===== config.mk =====
export PLATFORM = sky130hd
export DESIGN_NAME = lsu_bus_master
export DESIGN_NICKNAME = d
export VERILOG_FILES = /design/src/rtl/lsu_pkg.sv /design/src/rtl/lsu_ctrl.sv /design/src/rtl/lsu_cmd_reg.sv /design/src/rtl/lsu_load_fmt.sv /design/src/rtl/lsu_bus_master.sv
export SDC_FILE = /design/constraint.sdc
export NUM_CORES = 1
export LEC_CHECK = 0
export ABC_AREA = 1
export BUFFER_PORTS_ARGS = -buffer_cell sky130_fd_sc_hd__buf_2
export CAP_MARGIN = 0
export CORE_UTILIZATION = 40
export CTS_CLUSTER_DIAMETER = 80
export DETAILED_ROUTE_END_ITERATION = 8
export PLACE_DENSITY_LB_ADDON = 0.2
export SETUP_SLACK_MARGIN = 0.2
export SYNTH_ARGS = -nofsm -noshare
export SYNTH_HDL_FRONTEND = slang
export SYNTH_HIERARCHICAL = 1
export SYNTH_SLANG_ARGS = --single-unit

===== constraint.sdc =====
create_clock -name clk -period 1.66 [get_ports clk]
set_input_delay 0 -clock clk [delete_from_list [all_inputs] [get_ports clk]]
set_output_delay 0 -clock clk [all_outputs]
set_load 0.03 [all_outputs]

===== src/rtl/lsu_pkg.sv =====
package lsu_pkg;
  parameter int unsigned AW = 32;
  parameter int unsigned DW = 32;
  localparam int unsigned NLANE = DW / 8;
  localparam int unsigned LW = $clog2(NLANE);

  typedef enum logic [1:0] {
    SZ_BYTE = 2'd0,
    SZ_HALF = 2'd1,
    SZ_WORD = 2'd2,
    SZ_WIDE = 2'd3
  } size_e;

  typedef struct packed {
    logic              wr;
    size_e             size;
    logic              uns;
    logic [LW-1:0]     lane;
    logic [AW-1:0]     addr;
    logic [NLANE-1:0]  be;
    logic [DW-1:0]     data;
  } cmd_t;

  function automatic logic [AW-1:0] word_align(logic [AW-1:0] a);
    word_align = {a[AW-1:LW], {LW{1'b0}}};
  endfunction

  function automatic logic [NLANE-1:0] lane_enables(size_e sz, logic [LW-1:0] lane);
    case (sz)
      SZ_BYTE: lane_enables = NLANE'(1) << lane;
      SZ_HALF: lane_enables = NLANE'(3) << {lane[LW-1:1], 1'b0};
      default: lane_enables = '1;
    endcase
  endfunction

  function automatic logic [DW-1:0] place_store(size_e sz, logic [DW-1:0] wd);
    case (sz)
      SZ_BYTE: place_store = {NLANE{wd[7:0]}};
      SZ_HALF: place_store = {(NLANE/2){wd[15:0]}};
      default: place_store = wd;
    endcase
  endfunction

  function automatic logic [DW-1:0] extract_load(size_e sz, logic uns,
                                                 logic [LW-1:0] lane, logic [DW-1:0] rd);
    logic [DW-1:0] s;
    case (sz)
      SZ_BYTE: begin
        s = rd >> {lane, 3'b000};
        extract_load = {{(DW-8){~uns & s[7]}}, s[7:0]};
      end
      SZ_HALF: begin
        s = rd >> {lane[LW-1:1], 1'b0, 3'b000};
        extract_load = {{(DW-16){~uns & s[15]}}, s[15:0]};
      end
      default: begin
        s = rd;
        extract_load = s;
      end
    endcase
  endfunction
endpackage


===== src/rtl/lsu_ctrl.sv =====
module lsu_ctrl (
  input  logic clk,
  input  logic rst_n,
  input  logic req_valid,
  input  logic waitreq,
  output logic accept,
  output logic busy,
  output logic done,
  output logic stall
);
  logic busy_q;

  assign accept = req_valid & ~busy_q;
  assign busy   = busy_q;
  assign done   = busy_q & ~waitreq;
  assign stall  = accept | (busy_q & waitreq);

  always_ff @(posedge clk or negedge rst_n) begin
    if (!rst_n)      busy_q <= 1'b0;
    else if (accept) busy_q <= 1'b1;
    else if (done)   busy_q <= 1'b0;
  end
endmodule


===== src/rtl/lsu_cmd_reg.sv =====
module lsu_cmd_reg
  import lsu_pkg::*;
(
  input  logic              clk,
  input  logic              rst_n,
  input  logic              accept,
  input  logic              busy,
  input  logic              req_write,
  input  logic [1:0]        req_size,
  input  logic              req_unsigned,
  input  logic [AW-1:0]     req_addr,
  input  logic [DW-1:0]     req_wdata,
  output cmd_t              cmd,
  output logic [AW-1:0]     bus_addr,
  output logic [NLANE-1:0]  bus_byteen,
  output logic [DW-1:0]     bus_wdata,
  output logic              bus_read,
  output logic              bus_write
);
  cmd_t  cmd_q;
  cmd_t  cmd_d;
  size_e sz;

  assign sz = size_e'(req_size);

  always_comb begin
    cmd_d.wr   = req_write;
    cmd_d.size = sz;
    cmd_d.uns  = req_unsigned;
    cmd_d.lane = req_addr[LW-1:0];
    cmd_d.addr = word_align(req_addr);
    cmd_d.be   = lane_enables(sz, req_addr[LW-1:0]);
    cmd_d.data = req_write ? place_store(sz, req_wdata) : '0;
  end

  always_ff @(posedge clk or negedge rst_n) begin
    if (!rst_n)      cmd_q <= '0;
    else if (accept) cmd_q <= cmd_d;
  end

  assign cmd        = cmd_q;
  assign bus_addr   = cmd_q.addr;
  assign bus_byteen = cmd_q.be;
  assign bus_wdata  = cmd_q.data;
  assign bus_read   = busy & ~cmd_q.wr;
  assign bus_write  = busy &  cmd_q.wr;
endmodule


===== src/rtl/lsu_load_fmt.sv =====
module lsu_load_fmt
  import lsu_pkg::*;
(
  input  cmd_t          cmd,
  input  logic          done,
  input  logic [DW-1:0] rdata,
  output logic          load_done,
  output logic [DW-1:0] ld_data
);
  assign load_done = done & ~cmd.wr;
  assign ld_data   = load_done ? extract_load(cmd.size, cmd.uns, cmd.lane, rdata) : '0;
endmodule


===== src/rtl/lsu_bus_master.sv =====
module lsu_bus_master
  import lsu_pkg::*;
(
  input  logic              clk,
  input  logic              rst_n,
  input  logic              mem_valid,
  input  logic              mem_write,
  input  logic [1:0]        mem_size,
  input  logic              mem_unsigned,
  input  logic [AW-1:0]     mem_addr,
  input  logic [DW-1:0]     mem_wdata,
  output logic              stall,
  output logic              acc_done,
  output logic [DW-1:0]     ld_data,
  output logic [AW-1:0]     bus_addr,
  output logic [NLANE-1:0]  bus_byteen,
  output logic              bus_read,
  output logic              bus_write,
  output logic [DW-1:0]     bus_wdata,
  input  logic [DW-1:0]     bus_rdata,
  input  logic              bus_waitreq
);
  logic accept;
  logic busy;
  logic done;
  logic load_done;
  cmd_t cmd;

  lsu_ctrl u_ctrl (
    .clk       (clk),
    .rst_n     (rst_n),
    .req_valid (mem_valid),
    .waitreq   (bus_waitreq),
    .accept    (accept),
    .busy      (busy),
    .done      (done),
    .stall     (stall)
  );

  lsu_cmd_reg u_cmd (
    .clk          (clk),
    .rst_n        (rst_n),
    .accept       (accept),
    .busy         (busy),
    .req_write    (mem_write),
    .req_size     (mem_size),
    .req_unsigned (mem_unsigned),
    .req_addr     (mem_addr),
    .req_wdata    (mem_wdata),
    .cmd          (cmd),
    .bus_addr     (bus_addr),
    .bus_byteen   (bus_byteen),
    .bus_wdata    (bus_wdata),
    .bus_read     (bus_read),
    .bus_write    (bus_write)
  );

  lsu_load_fmt u_fmt (
    .cmd       (cmd),
    .done      (done),
    .rdata     (bus_rdata),
    .load_done (load_done),
    .ld_data   (ld_data)
  );

  assign acc_done = done;
endmodule


# After elaboration in Yosys (flattened, before gate mapping)
# Index checks and enable logic that the tools add are counted.
totals:
  reg_bits: 73
  out_inout_bits: 104
  word_cells: 37
op_classes:
  eq_ne: 2
  n_shift: 4
  muxes: 7
  bitwise: 13
  reduce_logical: 3
ops:
  columns: ["cell", "n"]
  rows:
  - ["$pmux 32 s2", 2]
  - ["$mux 32", 2]
  - ["$shr 32x5->16", 1]
  - ["$shr 32x5->8", 1]
  - ["$and 1x1->1", 8]
  - ["$pmux 4 s2", 1]
  - ["$eq 2x1->1 const B", 2]
  - ["$logic_not 2->1", 2]
  - ["$not 1->1", 4]
  - ["$shl 1x2->4 const A", 1]
  - ["$shl 2x2->4 const A", 1]
  - ["$mux 1", 2]
  - ["$reduce_bool 2->1", 1]
  - ["$or 1x1->1", 1]

# Longest topological paths before layout
logic_depth:
  ltp_word: 4
  ltp_mapped: 11
  depth_no_buf: 9

# Hierarchy
# Netlist, hierarchy kept.
modules_own_cells:
  columns: ["module", "instances", "cells_each", "area_each_um2", "seq_area_each_um2"]
  rows:
  - ["lsu_cmd_reg", 1, 447, 3652.3, 1801.7]
  - ["lsu_load_fmt", 1, 192, 924.6, 0.0]
  - ["lsu_ctrl", 1, 8, 53.8, 25.0]

# Worst setup path before layout
# Ideal clock, no wire load.
synth_timing:
  kind: "reg2out"
  from: "register u_ctrl.busy_q, in the netlist u_ctrl/busy"
  to: "output port ld_data[7]"
  arrival_ns: 2.027
  required_time_ns: 1.660
  slack_ns: -0.367
  stages_incl_launch_ff: 6
  cell_sequence: "dfrtp_1 > inv_1 > nor2_1 > inv_1 > nor2_2 > a21boi_0"
synth_between:
  elab_chain_len: 3
synth_lines:
  columns: ["element", "line", "source"]
  rows:
  - ["start, declared", "lsu_ctrl.sv:11", "logic busy_q;"]
  - ["start signal, assigned", "lsu_ctrl.sv:19", "if (!rst_n) busy_q <= 1'b0;"]
  - ["start signal, assigned", "lsu_ctrl.sv:20", "else if (accept) busy_q <= 1'b1;"]
  - ["start signal, assigned", "lsu_ctrl.sv:21", "else if (done) busy_q <= 1'b0;"]
  - ["$and 1x1->1", "lsu_ctrl.sv:15", "assign done = busy_q & ~waitreq;"]
  - ["named net acc_done", "lsu_bus_master.sv:13", "output logic acc_done,"]
  - ["$and 1x1->1", "lsu_load_fmt.sv:10", "assign load_done = done & ~cmd.wr;"]
  - ["$mux 32", "lsu_load_fmt.sv:11", "assign ld_data = load_done ? extract_load(cmd.size, cmd.uns, cmd.lane, rdata) : '0;"]
  - ["end, declared", "lsu_bus_master.sv:14", "output logic [DW-1:0] ld_data,"]
# The timed path passes the listed nets, and every way through them passes these cells.

# Final worst setup path
layout_timing:
  from: "register u_cmd.cmd_q (netlist bit u_cmd/cmd[72])"
  to: "output port ld_data[18]"
layout_between:
  elab_chain_len: 3
  word_cells_on_any_way: 4
  classes_between: "1 x eq/ne; 2 x mux; 1 x reduce/logical"
layout_lines:
  columns: ["element", "line", "source"]
  rows:
  - ["start, declared", "lsu_cmd_reg.sv:20", "cmd_t cmd_q;"]
  - ["start signal, assigned", "lsu_cmd_reg.sv:38", "else if (accept) cmd_q <= cmd_d;"]
  - ["$eq 2x1->1 / $logic_not 2->1 (equally long branches)", null, null]
  - ["$pmux 32 s2 (*)", "lsu_pkg.sv:47", "case (sz)"]
  - ["$mux 32 (*)", "lsu_load_fmt.sv:11", null]
# Mark *: on every way between the ends. The rest lies on a longest branch, timed or not.

==> reports/qor.csv <==
stage;metric;value;unit
worst_setup_path;crit path launch type;flop;
worst_setup_path;WS Path Type;reg2out;
run_status;failing checks;setup timing;
floorplanning;Initial Util;41.8;%
cts;Clock transition at path regs;0.07;ns
power;Tot Pwr;0.00691;W
cells_and_area;Nets;965;
floorplanning;core area;9860;um2
cts;worst skew pair latency;0.34;ns
place;dpl cell area;5310;um2
route;WL/cell;13.9;um
global_routing;Total GRT Usage;26.4;%
route;ANT nets after route;0;
place;RD Place Congestion;0.908;
timing;setup violators final;29;
global_routing;first-pass GRT wire length;21.4;mm
place;port buffer count;205;
power;worst vdd ir;0.000643;V
cts;clock sink count;73;
route;vias post-DR;4786;
timing;Slew Limit Fails;0;
global_routing;vias in the first global route;4657;
cells_and_area;Syn-to-layout area delta;59.3;%
timing;Worst Skew;0.00753;ns
timing;final hold vios;0;
worst_setup_path;critical path fanouts, max;8;
global_routing;GRT Residual Overflow;0;
global_routing;largest net degree at the start of global routing;45;
global_routing;initial antenna violation count;0;
cts;CTS tree;built;
floorplanning;Die Area;10700;um2
cells_and_area;Layout Cells excl Fill;998;
synthesis;cells after synthesis;579;
place;placed cell count;910;
floorplanning;Site Rows;36;
cells_and_area;share of cells above drive strength 1;34.7;%
timing;Setup TNS Final;-2.55;ns
timing;fmax;0.550;GHz
floorplanning;Horiz. Die Dim;103;um
timing;RSZ-0062 raised after global routing;true;
worst_setup_path;Worst Setup End Kind;output pin;
timing;slack of the critical path;-0.159;ns
timing;Tcrit/Tclk final;110;%
cts;TritonCTS buffer count;9;
worst_setup_path;CP arrival;1.82;ns
cells_and_area;Final Util;66.5;%
route;Vias/cell;4.80;
cells_and_area;fin area;6560;um2
job;max_cap viols;0;
route;# DRC;0;
cts;Root Buffer;clkbuf_8;
min_path;hold crit path type;in2reg;
synthesis;Netlist Area Pre-Place;4120;um2
run_status;status;finished with violations;
route;DR pass1 iterations;5;
worst_setup_path;Worst Path Required;1.66;ns
timing;post-route minimum period;1.82;ns
cts;CTS Buffer Depth;2;
floorplanning;Boundary Pins;208;
power;pwr dens;1050;nW/um2
synthesis;Avg Inst Size Synth;7.12;um2
synthesis;Synth Warn #;6;
route;Initial DRC Count;242;
floorplanning;Die Y;103;um
route;WL final;13.9;mm
place;DP HPWL;9.14;mm
cts;H-tree depth;3;
cells_and_area;# diodes;0;
power;LEAKAGE;3.76;nW
-- worst paths after layout --
check,to,cells past startpoint,start,slack (ns)
worst max-delay path,ld_data[18],10,u_cmd/cmd[72]$_DFFE_PN0P_,-0.16
worst max register to register,u_cmd/bus_addr[30]$_DFFE_PN0P_,8,u_ctrl/busy$_DFFE_PN0P_,0.29
worst min-delay path,u_cmd/bus_wdata[28]$_DFFE_PN0P_,5,mem_wdata[12],0.02
max in group asynchronous,u_cmd/cmd[69]$_DFFE_PN0P_,3,rst_n,0.82
worst min register to register,u_cmd/bus_addr[22]$_DFFE_PN0P_,2,u_cmd/bus_addr[22]$_DFFE_PN0P_,0.47
min in group asynchronous,u_cmd/bus_wdata[28]$_DFFE_PN0P_,2,rst_n,0.16
-- cell usage in the layout (no fill, tap or decap), drive strengths merged, types with 2 or more instances in the layout --
cell         count
conb             2
dfrtp           73
nor2            51
o21ai           25
buf            229
dlygate4sd3     66
a21oi           19
nand2          293
nand3           36
inv             54
clkbuf          12
bufinv           2
-- through the flow --
stage | hold slack [ns] | setup WS (ns)
3_3_place_gp | -0.00161 | 0.0999
2_1_floorplan | -0.296 | 0.116
5_1_grt | 0.0360 | -0.258
4_1_cts | 0.00237 | -0.163
3_5_place_dp | 0.000979 | 0.0304
6_report | 0.0165 | -0.159
-- power by group --
part           switching [W]  internal [W]
clock               0.000629      0.000879
combinational        0.00202       0.00105
sequential          0.000213       0.00212
total                0.00287       0.00405
-- cell type report --
class	instances	area (um2)
clock inverters	3	65.1
clock buffers	12	145
well taps	133	166
flip-flops and latches	73	1830
repair buffers	295	2090
inverters	54	213
multi-input cells	428	2050
fillers	844	3300
-- layer usage --
layer  routed length, um  vias up  part of all wire (%)  GRT usage (%)
met5                   0        -                     0              0
met4                 492        0                   3.5           15.4
met3                1100       42                   8.0           6.45
met2                6880      261                    50           44.8
met1                5380     2161                    39           30.4
li1                    -     2322                     -              -
-- critical path, cell delays in order (launching register included) --
cell and delay (ns):
dfrtp_2 0.45, inv_8 0.08, nand2_8 0.06, nor2_4 0.09, nand2_2 0.07, nand2_4 0.10, nand2_8 0.05, nand3_4 0.15
nand2_8 0.14, nor2_4 0.14, buf_6 0.14
-- flip-flops by register name, indices dropped and copies added, names as in the netlist --
signal / count
u_cmd/bus_addr: 30
u_cmd/bus_byteen: 4
u_cmd/bus_wdata: 32
u_cmd/cmd: 6
u_ctrl/busy: 1
-- timing repair --
action                                  4_1_cts  5_1_grt
cloned                                        1        0
endpoints found under the setup margin       80       76
buffers inserted                              6        0
endpoints found under the hold margin       103        0
hold buffers                                 66        0
pin swaps                                     8        9
resized for setup                            81       16
No activity file was read; power rests on OpenSTA's default activity.
